### src/rtl/thr_pkg.sv
`timescale 1ns/1ps
package thr_pkg;
    localparam logic [1:0] ADR_STATUS = 2'd0;
    localparam logic [1:0] ADR_FLAG   = 2'd1;
    localparam logic [1:0] ADR_ENABLE = 2'd2;

    typedef struct packed {
        logic stat;
        logic flag;
    } chan_state_t;
endpackage

### src/rtl/thr_sync.sv
`timescale 1ns/1ps
module thr_sync #(
    parameter int W      = 4,
    parameter int STAGES = 2
) (
    input  logic         clk_i,
    input  logic         rst_ni,
    input  logic [W-1:0] din_i,
    output logic [W-1:0] dout_o
);
    logic [STAGES-1:0][W-1:0] pipe_d, pipe_q;

    always_comb begin
        pipe_d[0] = din_i;
        for (int s = 1; s < STAGES; s++) begin
            pipe_d[s] = pipe_q[s-1];
        end
    end

    always_ff @(posedge clk_i or negedge rst_ni) begin
        if (!rst_ni) pipe_q <= '0;
        else         pipe_q <= pipe_d;
    end

    assign dout_o = pipe_q[STAGES-1];
endmodule

### src/rtl/thr_chan.sv
`timescale 1ns/1ps
module thr_chan
    import thr_pkg::*;
(
    input  logic clk_i,
    input  logic rst_ni,
    input  logic active_i,
    input  logic asrt_i,
    input  logic dsrt_i,
    input  logic clr_i,
    output logic stat_o,
    output logic flag_o
);
    chan_state_t st_d, st_q;

    always_comb begin
        st_d = st_q;
        if (active_i) begin
            if (asrt_i)      st_d.stat = 1'b1;
            else if (dsrt_i) st_d.stat = 1'b0;
        end
        // a fresh change outranks a simultaneous clear
        st_d.flag = (st_q.flag & ~clr_i) | (st_d.stat ^ st_q.stat);
    end

    always_ff @(posedge clk_i or negedge rst_ni) begin
        if (!rst_ni) st_q <= '0;
        else         st_q <= st_d;
    end

    assign stat_o = st_q.stat;
    assign flag_o = st_q.flag;
endmodule

### src/rtl/thr_regs.sv
`timescale 1ns/1ps
module thr_regs
    import thr_pkg::*;
#(
    parameter int NCH = 2,
    parameter int AW  = 2,
    parameter int DW  = 8
) (
    input  logic           clk_i,
    input  logic           rst_ni,
    input  logic           wr_i,
    input  logic [AW-1:0]  addr_i,
    input  logic [DW-1:0]  wdata_i,
    input  logic [NCH-1:0] stat_i,
    input  logic [NCH-1:0] flag_i,
    output logic [NCH-1:0] en_o,
    output logic [NCH-1:0] clr_o,
    output logic [DW-1:0]  rdata_o
);
    localparam int PAD = DW - NCH;

    typedef struct packed {
        logic [NCH-1:0] en;
    } regs_t;

    regs_t rg_d, rg_q;
    logic  hit_flag, hit_en;
    logic  unused_wdata;

    assign hit_flag     = (addr_i == AW'(ADR_FLAG));
    assign hit_en       = (addr_i == AW'(ADR_ENABLE));
    assign unused_wdata = ^wdata_i[DW-1:NCH];

    always_comb begin
        rg_d = rg_q;
        if (wr_i && hit_en) rg_d.en = wdata_i[NCH-1:0];
    end

    always_ff @(posedge clk_i or negedge rst_ni) begin
        if (!rst_ni) rg_q <= '0;
        else         rg_q <= rg_d;
    end

    always_comb begin
        clr_o   = (wr_i && hit_flag) ? wdata_i[NCH-1:0] : '0;
        rdata_o = '0;
        if (addr_i == AW'(ADR_STATUS)) rdata_o = {{PAD{1'b0}}, stat_i};
        else if (hit_flag)             rdata_o = {{PAD{1'b0}}, flag_i};
        else if (hit_en)               rdata_o = {{PAD{1'b0}}, rg_q.en};
    end

    assign en_o = rg_q.en;
endmodule

### src/rtl/thr_evt_mon.sv
`timescale 1ns/1ps
module thr_evt_mon #(
    parameter int NCH         = 2,
    parameter int SYNC_STAGES = 2,
    parameter int AW          = 2,
    parameter int DW          = 8
) (
    input  logic           clk_i,
    input  logic           rst_ni,
    input  logic           fpm_i,
    input  logic [NCH-1:0] asrt_raw_i,
    input  logic [NCH-1:0] dsrt_raw_i,
    input  logic           reg_wr_i,
    input  logic [AW-1:0]  reg_addr_i,
    input  logic [DW-1:0]  reg_wdata_i,
    output logic [DW-1:0]  reg_rdata_o,
    output logic [NCH-1:0] irq_o
);
    localparam int SW = 2 * NCH;

    logic [SW-1:0]  sync_out;
    logic [NCH-1:0] asrt_s, dsrt_s;
    logic [NCH-1:0] chan_stat, chan_flag, chan_clr, en_q;

    thr_sync #(.W(SW), .STAGES(SYNC_STAGES)) u_sync (
        .clk_i  (clk_i),
        .rst_ni (rst_ni),
        .din_i  ({dsrt_raw_i, asrt_raw_i}),
        .dout_o (sync_out)
    );

    assign asrt_s = sync_out[NCH-1:0];
    assign dsrt_s = sync_out[SW-1:NCH];

    for (genvar i = 0; i < NCH; i++) begin : g_chan
        thr_chan u_chan (
            .clk_i    (clk_i),
            .rst_ni   (rst_ni),
            .active_i (fpm_i),
            .asrt_i   (asrt_s[i]),
            .dsrt_i   (dsrt_s[i]),
            .clr_i    (chan_clr[i]),
            .stat_o   (chan_stat[i]),
            .flag_o   (chan_flag[i])
        );
    end

    thr_regs #(.NCH(NCH), .AW(AW), .DW(DW)) u_regs (
        .clk_i   (clk_i),
        .rst_ni  (rst_ni),
        .wr_i    (reg_wr_i),
        .addr_i  (reg_addr_i),
        .wdata_i (reg_wdata_i),
        .stat_i  (chan_stat),
        .flag_i  (chan_flag),
        .en_o    (en_q),
        .clr_o   (chan_clr),
        .rdata_o (reg_rdata_o)
    );

    assign irq_o = chan_flag & en_q;
endmodule

### config.mk
export PLATFORM = sky130hd
export DESIGN_NAME = thr_evt_mon
export DESIGN_NICKNAME = d
export VERILOG_FILES = /design/src/rtl/thr_pkg.sv /design/src/rtl/thr_sync.sv /design/src/rtl/thr_chan.sv /design/src/rtl/thr_regs.sv /design/src/rtl/thr_evt_mon.sv
export SDC_FILE = /design/constraint.sdc
export NUM_CORES = 1
export LEC_CHECK = 0
export CAP_MARGIN = 20
export CORE_MARGIN = 5
export CORE_UTILIZATION = 30
export CTS_CLUSTER_DIAMETER = 120
export DETAILED_ROUTE_END_ITERATION = 10
export PLACE_DENSITY = 0.68
export SKIP_CTS_REPAIR_TIMING = 1
export SKIP_LAST_GASP = 1
export SLEW_MARGIN = 20
export SYNTH_ARGS = -nofsm -noshare
export SYNTH_HDL_FRONTEND = slang
export SYNTH_HIERARCHICAL = 1
export SYNTH_SLANG_ARGS = --single-unit
### constraint.sdc
create_clock -name clk_i -period 0.85 [get_ports clk_i]
set_input_delay 0.17 -clock clk_i [delete_from_list [all_inputs] [get_ports clk_i]]
set_output_delay 0.17 -clock clk_i [all_outputs]
set_load 0.02 [all_outputs]
==> flow_summary.yaml, run 1 <==
setup_path:
  crit_path_end_kind: "output pin"
  start_kind: "register"
  crit_cells: 3
  critPathMaxStageDelay_ns: 0.39
  cp_data_required_time_ns: 0.68
  reg2reg_depth: 3
  setup.worst_path.class: "reg2out"
  worst_path_dominant_cell_family: "flip-flops"
  worst_path_max_delay_cell: "dfrtp_1"
  worstPathArrival_ns: 1.06
  cp_max_fo: 3
  crit_buf_inv: 1
  cp_cell_sequence: "mux2i_1, o2bb2ai_2, buf_6"
sta:
  fin_tns_setup_ns: -1.47
  fin_crit_ns: 1.23
  drv_slew: 0
  setup_slack_ns: -0.377
  hold_viol: 0
  post-route-period-util: 1.44
  holdWs_ns: 0.188
  setup_viol: 6
  rsz0062_at_grt: "true"
  clock_skew_ns: 0.00236
  fmax_mhz: 815
floorplan:
  row_count: 16
  dieWidth_um: 54.0
  start_util: 0.305
  fp.dieH_um: 54.0
  die_area_sq_um: 2910
  core_sq_um: 1900
  io_pins: 28
global_routing:
  overflow: 0
  grt_usage: 0.0791
  grt_first_pass_wirelength_um: 1610
  grt_pass1_vias: 415
  grt_antenna_before_repair: 0
  grt_start_max_net_pins: 15
finish:
  antenna_cells: 0
  layout-drive-gt1-share: 0.294
  fin_nets: 87
  nFillCells: 184
  area_growth_pct: 45.3
  fin_area_sq_um: 843
synth:
  synth-seq-cells: 14
  synth_cell_types: 15
  syn_inst: 45
  synth_seq_area_share: 0.603
  netlist_area_sq_um: 581
  syn_area_per_cell_sq_um: 12.9
  ys_warn_count: 6
drt:
  firstDrtPassIters: 2
  num_vias: 406
  wl_per_cell_um: 10.6
  drcViolationCount: 0
  drtIter0Drc: 1
  detail_route.wirelength_um: 1010
  postRouteAntennaNets: 0
  via_per_inst: 4.27
clock_network:
  cts_num_sinks: 14
  clockBufferDepth: 2
  cts.htree.levels: 1
  cts-buffers-inserted: 3
  root_buffer: "clkbuf_4"
  cts_tree: "built"
  clkLatencyLatePin_ns: 0.27
  cts.clk_slew.worst_paths_ns: 0.08
power_and_ir_drop:
  p_leak_uw: 0.000410
  ir_worst_vdd_mv: 0.914
  power_frac_comb: 0.233
  switchingPower_uw: 415
  switching_share: 0.257
  pwr-share-clk: 0.288
  p_per_area_nw_per_um2: 1910
  power_frac_seq: 0.479
  p_total_uw: 1610
  p_int_uw: 1200
placed_design:
  dpl_cell_area_sq_um: 781
  io_buffer_count: 15
  gp_congestion: 0.622
  pre_cts_slack_ns: -0.976
min_path:
  hold_path.class: "in2async"
outcome:
  outcome: "finished with violations"
  violations: "negative setup slack"
job:
  cap_violations: 0
-- layer usage --
| layer | wire length, um | vias up | GRT usage |
|---|---|---|---|
| met5 | 0 | - | 0 |
| met3 | 113 | 0 | 0.0360 |
| met4 | 0 | 0 | 0.0498 |
| met1 | 380 | 196 | 0.0751 |
| met2 | 511 | 19 | 0.137 |
| li1 | - | 191 | - |
-- cell usage in the layout (no fill, tap or decap), drive strengths merged --
master,Yosys,layout
nand2b,2,2
mux2i,2,2
a22o,2,2
and3,2,2
and2b,1,1
and2,2,2
conb,1,6
dlymetal6s2s,0,4
nand2,2,2
buf,6,9
clkdlybuf4s50,0,7
nand4b,2,2
o2bb2ai,2,2
mux2,2,2
nand3b,3,3
dfrtp,14,14
nand3,2,2
clkbuf,0,4
-- kinds of logic after synthesis --
family                 after synthesis  synth area share
muxes                                4            0.0733
and+or+nand+nor                     16             0.179
AOI/OAI and AO/OA                    4            0.0604
other                                1           0.00646
DFF                                 14             0.603
buffers and inverters                6            0.0776
-- worst reg2reg max path, cell delays in order (launching register included) --
cell and delay (ns):
dfrtp_1 0.38, buf_4 0.13, buf_4 0.13, a22o_1 0.18
-- through the flow --
stage                     cells  utilization
after global routing         95        0.443
after CTS                    94        0.430
final                        95        0.443
after detailed placement     90        0.411
after global placement       90        0.411
after floorplan              50            -
-- registers in the layout, summed over array words and instances, names as in the netlist --
register              cells
g_chan.u_chan/flag_o      2
g_chan.u_chan/stat_o      2
u_regs/en_o               2
u_sync/dout_o             4
u_sync/pipe_d             4
-- cells in the mapped netlist --
master / number / area share
dfrtp_1: 14 / 0.60
buf_4: 6 / 0.078
nand3b_1: 3 / 0.039
a22o_1: 2 / 0.030
and2_1: 2 / 0.022
and3_1: 2 / 0.022
mux2_2: 2 / 0.039
mux2i_1: 2 / 0.034
nand2_1: 2 / 0.013
nand2b_1: 2 / 0.022
nand3_1: 2 / 0.017
nand4b_1: 2 / 0.030
o2bb2ai_1: 2 / 0.030
and2b_2: 1 / 0.015
conb_1: 1 / 0.0065
-- area by class of cell --
cell class / instances / area [sq um] / area share
multi-input cells: 30 / 223 / 0.264
well taps: 27 / 33.8 / 0.0401
repair buffers: 20 / 200 / 0.237
flip-flops and latches: 14 / 350 / 0.415
clock buffers: 4 / 36.3 / 0.0430
-- power groups by stage --
stage	Combinational, uW	Clock (uW)	Sequential [uW]
6_report	376	465	774
5_1_grt	410	529	783
4_1_cts	360	487	770
3_5_place_dp	358	0	783
3_3_place_gp	353	0	782
2_1_floorplan	196	0	777
-- path summary, 6_finish.rpt --
kind | start | to | slack (ns)
hold reg to reg | u_sync/pipe_d[4]$_DFF_PN0_ | u_sync/dout_o[0]$_DFF_PN0_ | 0.35
setup reg to reg | g_chan[1].u_chan/stat_o$_DFF_PN0_ | g_chan[1].u_chan/stat_o$_DFF_PN0_ | -0.07
hold / removal | rst_ni | u_sync/pipe_d[6]$_DFF_PN0_ | 0.19
min in group clk_i | fpm_i | g_chan[0].u_chan/flag_o$_DFF_PN0_ | 0.31
max in group asynchronous | rst_ni | u_regs/en_o[1]$_DFFE_PN0P_ | 0.50
setup / recovery | u_regs/en_o[1]$_DFFE_PN0P_ | reg_rdata_o[1] | -0.38
Power figures use the tool's default switching activity.
==> inputs of run 2 (changes only) <==
Settings changed: CAP_MARGIN 20 to 0.
==> results of run 2 <==
Final layout, timing and power as in run 1 (identical DEF).
